==> config.mk <==
export PLATFORM = sky130hd
export DESIGN_NAME = uart_frame_tx
export DESIGN_NICKNAME = d
export VERILOG_FILES = /design/src/rtl/uart_tx_pkg.sv /design/src/rtl/uart_tx_rst_sync.sv /design/src/rtl/uart_tx_cts_sync.sv /design/src/rtl/uart_tx_framer.sv /design/src/rtl/uart_tx_core.sv /design/src/rtl/uart_frame_tx.sv
export SDC_FILE = /design/constraint.sdc
export NUM_CORES = 1
export LEC_CHECK = 0
export BUFFER_PORTS_ARGS = -buffer_cell sky130_fd_sc_hd__buf_2
export CORE_MARGIN = 2
export CORE_UTILIZATION = 43
export CTS_BUF_LIST = sky130_fd_sc_hd__clkbuf_4
export CTS_CLUSTER_SIZE = 40
export DETAILED_ROUTE_END_ITERATION = 16
export GPL_ROUTABILITY_DRIVEN = 0
export PLACE_DENSITY = 0.72
export REMOVE_ABC_BUFFERS = 1
export SLEW_MARGIN = 20
export SYNTH_ARGS = -nofsm -noshare
export SYNTH_HDL_FRONTEND = slang
export SYNTH_SLANG_ARGS = --single-unit
==> constraint.sdc <==
create_clock -name clk -period 1.6 [get_ports clk]
set_clock_uncertainty 0.05 [all_clocks]
set_input_delay 0.24 -clock clk [delete_from_list [all_inputs] [get_ports clk]]
set_output_delay 0.24 -clock clk [all_outputs]
set_load 0.005 [all_outputs]
==> src/rtl/uart_tx_pkg.sv <==
package uart_tx_pkg;
  typedef struct packed {
    logic start_lvl;
    logic stop_lvl;
    logic two_stop;
    logic nine_bit;
    logic parity_en;
    logic d9;
    logic msb_first;
  } tx_cfg_t;

  typedef enum logic [1:0] {
    ST_IDLE = 2'd0,
    ST_WAIT = 2'd1,
    ST_SEND = 2'd2
  } tx_state_t;
endpackage

==> src/rtl/uart_tx_rst_sync.sv <==
module uart_tx_rst_sync #(
  parameter int STAGES = 2
) (
  input  logic clk,
  input  logic arst_n,
  output logic srst_n
);
  logic [STAGES-1:0] chain_q;

  always_ff @(posedge clk or negedge arst_n) begin
    if (!arst_n) chain_q <= '0;
    else         chain_q <= {chain_q[STAGES-2:0], 1'b1};
  end

  assign srst_n = chain_q[STAGES-1];
endmodule

==> src/rtl/uart_tx_cts_sync.sv <==
module uart_tx_cts_sync #(
  parameter int STAGES = 2
) (
  input  logic clk,
  input  logic rst_n,
  input  logic cts_n_async,
  output logic cts_n_sync
);
  logic [STAGES-1:0] sync_q;

  always_ff @(posedge clk or negedge rst_n) begin
    if (!rst_n) sync_q <= '1;
    else        sync_q <= {sync_q[STAGES-2:0], cts_n_async};
  end

  assign cts_n_sync = sync_q[STAGES-1];
endmodule

==> src/rtl/uart_tx_framer.sv <==
module uart_tx_framer
  import uart_tx_pkg::*;
#(
  parameter int DATA_W  = 8,
  parameter int FRAME_W = DATA_W + 4,
  parameter int CNT_W   = $clog2(FRAME_W + 1)
) (
  input  logic [DATA_W-1:0]  data,
  input  tx_cfg_t            cfg,
  output logic [FRAME_W-1:0] frame,
  output logic [CNT_W-1:0]   frame_len
);
  logic [DATA_W-1:0] data_rev;
  logic [DATA_W-1:0] data_ord;
  logic              ninth;

  for (genvar i = 0; i < DATA_W; i++) begin : g_rev
    assign data_rev[i] = data[DATA_W-1-i];
  end

  always_comb begin
    data_ord = cfg.msb_first ? data_rev : data;
    ninth    = cfg.d9 ^ (cfg.parity_en & (^data));
    frame    = {FRAME_W{cfg.stop_lvl}};
    frame[0] = cfg.start_lvl;
    frame[DATA_W:1] = data_ord;
    if (cfg.nine_bit) frame[DATA_W+1] = ninth;
    frame_len = CNT_W'(DATA_W + 2) + CNT_W'(cfg.nine_bit) + CNT_W'(cfg.two_stop);
  end
endmodule

==> src/rtl/uart_tx_core.sv <==
module uart_tx_core
  import uart_tx_pkg::*;
#(
  parameter int FRAME_W = 12,
  parameter int CNT_W   = $clog2(FRAME_W + 1)
) (
  input  logic               clk,
  input  logic               rst_n,
  input  logic               bit_tick,
  input  logic               flush,
  input  logic               load,
  input  logic [FRAME_W-1:0] frame_in,
  input  logic [CNT_W-1:0]   len_in,
  input  logic               start_live,
  output logic               idle,
  output logic               busy,
  output logic               txd
);
  tx_state_t          state_q, state_d;
  logic [FRAME_W-1:0] sr_q, sr_d;
  logic [CNT_W-1:0]   cnt_q, cnt_d;
  logic               bit_q, bit_d;
  logic               lat_start_q, lat_start_d;

  always_comb begin
    state_d     = state_q;
    sr_d        = sr_q;
    cnt_d       = cnt_q;
    bit_d       = bit_q;
    lat_start_d = lat_start_q;
    if (flush) begin
      state_d = ST_IDLE;
    end else begin
      unique case (state_q)
        ST_IDLE: if (load) begin
          sr_d        = frame_in;
          cnt_d       = len_in;
          lat_start_d = start_live;
          state_d     = ST_WAIT;
        end
        ST_WAIT: if (bit_tick) begin
          bit_d   = sr_q[0];
          sr_d    = {1'b0, sr_q[FRAME_W-1:1]};
          cnt_d   = cnt_q - 1'b1;
          state_d = ST_SEND;
        end
        ST_SEND: if (bit_tick) begin
          if (cnt_q == '0) begin
            state_d = ST_IDLE;
          end else begin
            bit_d = sr_q[0];
            sr_d  = {1'b0, sr_q[FRAME_W-1:1]};
            cnt_d = cnt_q - 1'b1;
          end
        end
        default: state_d = ST_IDLE;
      endcase
    end
  end

  always_ff @(posedge clk or negedge rst_n) begin
    if (!rst_n) begin
      state_q     <= ST_IDLE;
      sr_q        <= '0;
      cnt_q       <= '0;
      bit_q       <= 1'b0;
      lat_start_q <= 1'b0;
    end else begin
      state_q     <= state_d;
      sr_q        <= sr_d;
      cnt_q       <= cnt_d;
      bit_q       <= bit_d;
      lat_start_q <= lat_start_d;
    end
  end

  assign idle = (state_q == ST_IDLE);
  assign busy = !idle;
  assign txd  = (state_q == ST_SEND) ? bit_q :
                (state_q == ST_IDLE) ? ~start_live : ~lat_start_q;

  // a flush leaves the core idle on the following cycle
  p_flush_idle_r9: assert property (@(posedge clk) disable iff (!rst_n)
    flush |=> (state_q == ST_IDLE));

  // the first tick after acceptance puts the captured start level on the line
  p_start_level_r3: assert property (@(posedge clk) disable iff (!rst_n)
    (state_q == ST_WAIT && bit_tick && !flush) |=> (txd == lat_start_q));

  // busy cannot drop except by flush or the tick that ends the last bit
  p_busy_hold_r11: assert property (@(posedge clk) disable iff (!rst_n)
    (busy && !flush && !(state_q == ST_SEND && bit_tick && cnt_q == '0)) |=> busy);

  // the bit counter never exceeds the longest frame
  p_cnt_range_r7: assert property (@(posedge clk) disable iff (!rst_n)
    cnt_q <= CNT_W'(FRAME_W));
endmodule

==> src/rtl/uart_frame_tx.sv <==
module uart_frame_tx
  import uart_tx_pkg::*;
#(
  parameter int DATA_W      = 8,
  parameter int SYNC_STAGES = 2,
  parameter int RST_STAGES  = 2
) (
  input  logic              clk,
  input  logic              rst_n,
  input  logic [DATA_W-1:0] tx_data,
  input  logic              tx_valid,
  output logic              tx_ready,
  input  logic              cfg_start_lvl,
  input  logic              cfg_stop_lvl,
  input  logic              cfg_two_stop,
  input  logic              cfg_nine_bit,
  input  logic              cfg_parity_en,
  input  logic              cfg_d9,
  input  logic              cfg_msb_first,
  input  logic              cfg_flow_en,
  input  logic              cts_n,
  input  logic              bit_tick,
  input  logic              flush,
  output logic              txd,
  output logic              busy
);
  localparam int FRAME_W = DATA_W + 4;
  localparam int CNT_W   = $clog2(FRAME_W + 1);

  logic               srst_n;
  logic               cts_n_sync;
  logic               core_idle;
  logic               load;
  tx_cfg_t            cfg;
  logic [FRAME_W-1:0] frame;
  logic [CNT_W-1:0]   frame_len;

  assign cfg = '{start_lvl: cfg_start_lvl, stop_lvl: cfg_stop_lvl,
                 two_stop: cfg_two_stop, nine_bit: cfg_nine_bit,
                 parity_en: cfg_parity_en, d9: cfg_d9,
                 msb_first: cfg_msb_first};

  uart_tx_rst_sync #(.STAGES(RST_STAGES)) u_rst (
    .clk(clk), .arst_n(rst_n), .srst_n(srst_n));

  uart_tx_cts_sync #(.STAGES(SYNC_STAGES)) u_cts (
    .clk(clk), .rst_n(srst_n), .cts_n_async(cts_n), .cts_n_sync(cts_n_sync));

  uart_tx_framer #(.DATA_W(DATA_W), .FRAME_W(FRAME_W), .CNT_W(CNT_W)) u_framer (
    .data(tx_data), .cfg(cfg), .frame(frame), .frame_len(frame_len));

  assign tx_ready = core_idle & ~flush & (~cfg_flow_en | ~cts_n_sync);
  assign load     = tx_valid & tx_ready;

  uart_tx_core #(.FRAME_W(FRAME_W), .CNT_W(CNT_W)) u_core (
    .clk(clk), .rst_n(srst_n), .bit_tick(bit_tick), .flush(flush),
    .load(load), .frame_in(frame), .len_in(frame_len),
    .start_live(cfg_start_lvl), .idle(core_idle), .busy(busy), .txd(txd));

  // the handshake is only offered while no frame is pending
  p_ready_idle_r11: assert property (@(posedge clk) disable iff (!srst_n)
    tx_ready |-> !busy);

  // with flow control on, no byte is taken while the synchronized CTS is high
  p_flow_block_r8: assert property (@(posedge clk) disable iff (!srst_n)
    (load && cfg_flow_en) |-> !cts_n_sync);

  // an accepted byte makes the block busy on the next cycle
  p_accept_busy_r11: assert property (@(posedge clk) disable iff (!srst_n)
    (load && !flush) |=> busy);
endmodule

==> impl_metrics.json <==
{
  "holdPathEnd": "u_core.lat_start_q",
  "holdCritStartpoint": "cfg_start_lvl",
  "drt_iter0_markers": 35,
  "synth_top_area_share_pct": 39.9,
  "wl_mm": 2.86,
  "die_w_um": 60.7,
  "dp.cells": 229,
  "grt_pass1_wl_mm": 4.75,
  "wl_per_cell_um": 12.0,
  "cts_tree": "yes",
  "final_cell_mix": "buf_2, dfrtp_1, buf_4, nand2_1, nor2_1",
  "startpoint": "u_core.state_q[1]",
  "start_util_pct": 45.2,
  "syn_area_um2": 1380,
  "cp_max_fo": 7,
  "hold_viol_final": 0,
  "final_nets": 224,
  "p_per_area_nw_per_um2": 1570,
  "top_usage_layer": "met2",
  "crit_buf_inv": 2,
  "insertedDiodeCount": 0,
  "maxCapViolations": 0,
  "critPathSlowestCell": "dfrtp_1",
  "ant_nets": 0,
  "worst_setup_path_start_kind": "flop",
  "cp.required_ps": 1750,
  "via_per_inst": 4.85,
  "status": "finished with violations",
  "fmax_ghz": 0.524,
  "clk_root_buffer_cell": "clkbuf_4",
  "cts.sinks": 24,
  "hpwl_mm": 2.15,
  "clkTransAtPathRegs_ps": 130,
  "setup_violations": 19,
  "drv_slew": 0,
  "crit_path_end_kind": "flop",
  "ir_worst_vdd_uv": 509,
  "ys_ff_latch": 24,
  "synth_area_leaders": "dfrtp_1, mux2i_1, ha_1",
  "path_cells": "inv_2, ha_1, nor2_2, o21bai_1, or3_4, buf_6, mux2i_1, o41ai_2",
  "critical-path-top-delay-family": "simple AND/OR/NAND/NOR gates",
  "layout_min_cycle_time_ps": 1910,
  "drive_above_1_share_pct": 39.0,
  "place_ws_ps": -399,
  "crit_type": "reg -> reg",
  "die_area_um2": 3680,
  "seq_area_frac_synth_pct": 43.7,
  "portBuffers": 24,
  "final_common_cell": "buf_2",
  "hold_ws_ps": 146,
  "clockBufferDepth": 2,
  "cts_inserted_buffers": 3,
  "ys.warnings.count": 0,
  "area_delta_synth_final_pct": 34.3,
  "grt.met3_usage_pct": 2.56,
  "post-route-util_pct": 60.8,
  "antenna_found_initial": 0,
  "r2r_start": "u_core.state_q[1]",
  "vias": 1159,
  "drc": 0,
  "finalNonFillerCells": 239,
  "violations": "setup timing",
  "dieHeight_um": 60.7,
  "io_pins": 25,
  "core_area_um2": 3050,
  "clk_latency_ps": 310,
  "core.rowCount": 20,
  "use_met2_pct": 33.0,
  "worst-endpoint-arrival_ps": 2060,
  "rsz0062_at_grt": "yes",
  "reg2reg_setup_slack_ps": -310,
  "grt_util_all_layers_pct": 17.1,
  "final.setup.tns_ps": -4790,
  "min_path_type": "in -> reg",
  "relSlewSlack_pct": 66.4,
  "setup_ws_ps": -307,
  "rr_endpoint": "u_core.sr_q[9]",
  "grt_overflow": 0,
  "cts_max_level": 1,
  "leakagePower_uw": 0.000912,
  "worstMarginPinSlew_ps": 504,
  "use_met1_pct": 19.3,
  "yosys.area.top_type": "dfrtp_1",
  "finalCritPeriodShare_pct": 119,
  "avgSynthCellArea_um2": 9.40,
  "grt_pass1_vias": 1126,
  "crit_path_max_incr_delay_ps": 420,
  "r2r_cells": 8,
  "grt_max_degree": 19,
  "whs_path_depth": 2,
  "detail_route.first_pass.iterations": 4,
  "synth_cell_types": 35,
  "synthCells": 147
}
[registers in the layout (all words and copies together), names as in the netlist]
register / flops
u_core.cnt_q: 4
u_rst.chain_q: 2
u_core.lat_start_q: 1
u_core.bit_q: 1
u_cts.sync_q: 2
u_core.sr_q: 12
u_core.state_q: 2
[area by class of cell]
type,instances,area (um^2)
inverter,6,22.5
timing repair buffer,52,363
tap,44,55.1
sequential,24,603
clock buffer,3,22.5
multi-input combinational,109,759
fill,265,1200
clock inverter,1,30.0
[worst register-to-register path, stage by stage (launching register included)]
cell and delay [ps]:
dfrtp_1 420, inv_2 80, ha_1 220, nor2_2 140, o21bai_1 90, or3_4 380, buf_6 150, mux2i_1 190
o41ai_2 90
[cells in the mapped netlist (all sizes together)]
| master | instances |
|---|---|
| buf | 3 |
| ha | 6 |
| nand2 | 17 |
| a21boi | 1 |
| clkbuf | 5 |
| or2 | 2 |
| inv | 6 |
| nor2 | 14 |
| and3 | 1 |
| a21o | 1 |
| xnor2 | 6 |
| a21oi | 12 |
| o21bai | 1 |
| nor3 | 2 |
| or3 | 1 |
| mux2i | 12 |
| conb | 1 |
| o21a | 1 |
| nor3b | 1 |
| and2 | 2 |
| a31o | 1 |
| a221oi | 1 |
| dfrtp | 22 |
| xor2 | 1 |
| o21ai | 16 |
| nand2b | 1 |
| nor2b | 2 |
| mux2 | 4 |
| dfstp | 2 |
| o31ai | 1 |
| o41ai | 1 |
[what timing repair did]
item                                    4_1_cts  5_1_grt
endpoints found under the setup margin       21       22
buffers inserted                              2        1
gates resized for setup                      19        9
pin swaps                                     2        0
hold endpoints to repair                      3        0
hold buffers                                  2        0
gates cloned                                  0        1
[power by group]
part,internal [uW],switching [uW]
clock network,253,175
registers,835,131
logic,809,707
total,1900,1010
[logic make-up (layout without fill, tap and decap cells)]
group	count (synthesis)	in the layout	share of synthesized area, %
AO/OA/AOI/OAI	36	36	16.0
XOR/XNOR	7	7	4.44
adder cells (fa/ha/maj)	6	6	5.43
buffers and inverters	14	62	4.44
flip-flops	24	24	43.7
multiplexers	16	16	12.0
other	1	1	0.271
AND/OR/NAND/NOR	43	43	13.8
[per-layer routing]
layer / vias to the layer above / wire length, um
li1: 594 / -
met1: 544 / 1180
met2: 21 / 1600
met3: 0 / 78
met4: 0 / 0
met5: - / 0
[per-stage QoR]
| stage | area [um^2] | power (uW) |
|---|---|---|
| 3_3_place_gp | 1700 | 2210 |
| 3_5_place_dp | 1700 | 2280 |
| 6_report | 1860 | 2910 |
| 5_1_grt | 1860 | 3160 |
| 4_1_cts | 1830 | 2850 |
| 2_1_floorplan | 1340 | 1730 |
[worst max-delay path by stage]
stage,to,depth (start not counted)
3_5_place_dp,u_core.cnt_q[2],8
6_report,u_core.sr_q[9],8
5_1_grt,u_core.sr_q[7],8
4_1_cts,txd,6
2_1_floorplan,u_core.cnt_q[2],8
3_3_place_gp,u_core.sr_q[3],9
(Power assumes the default switching activity.)
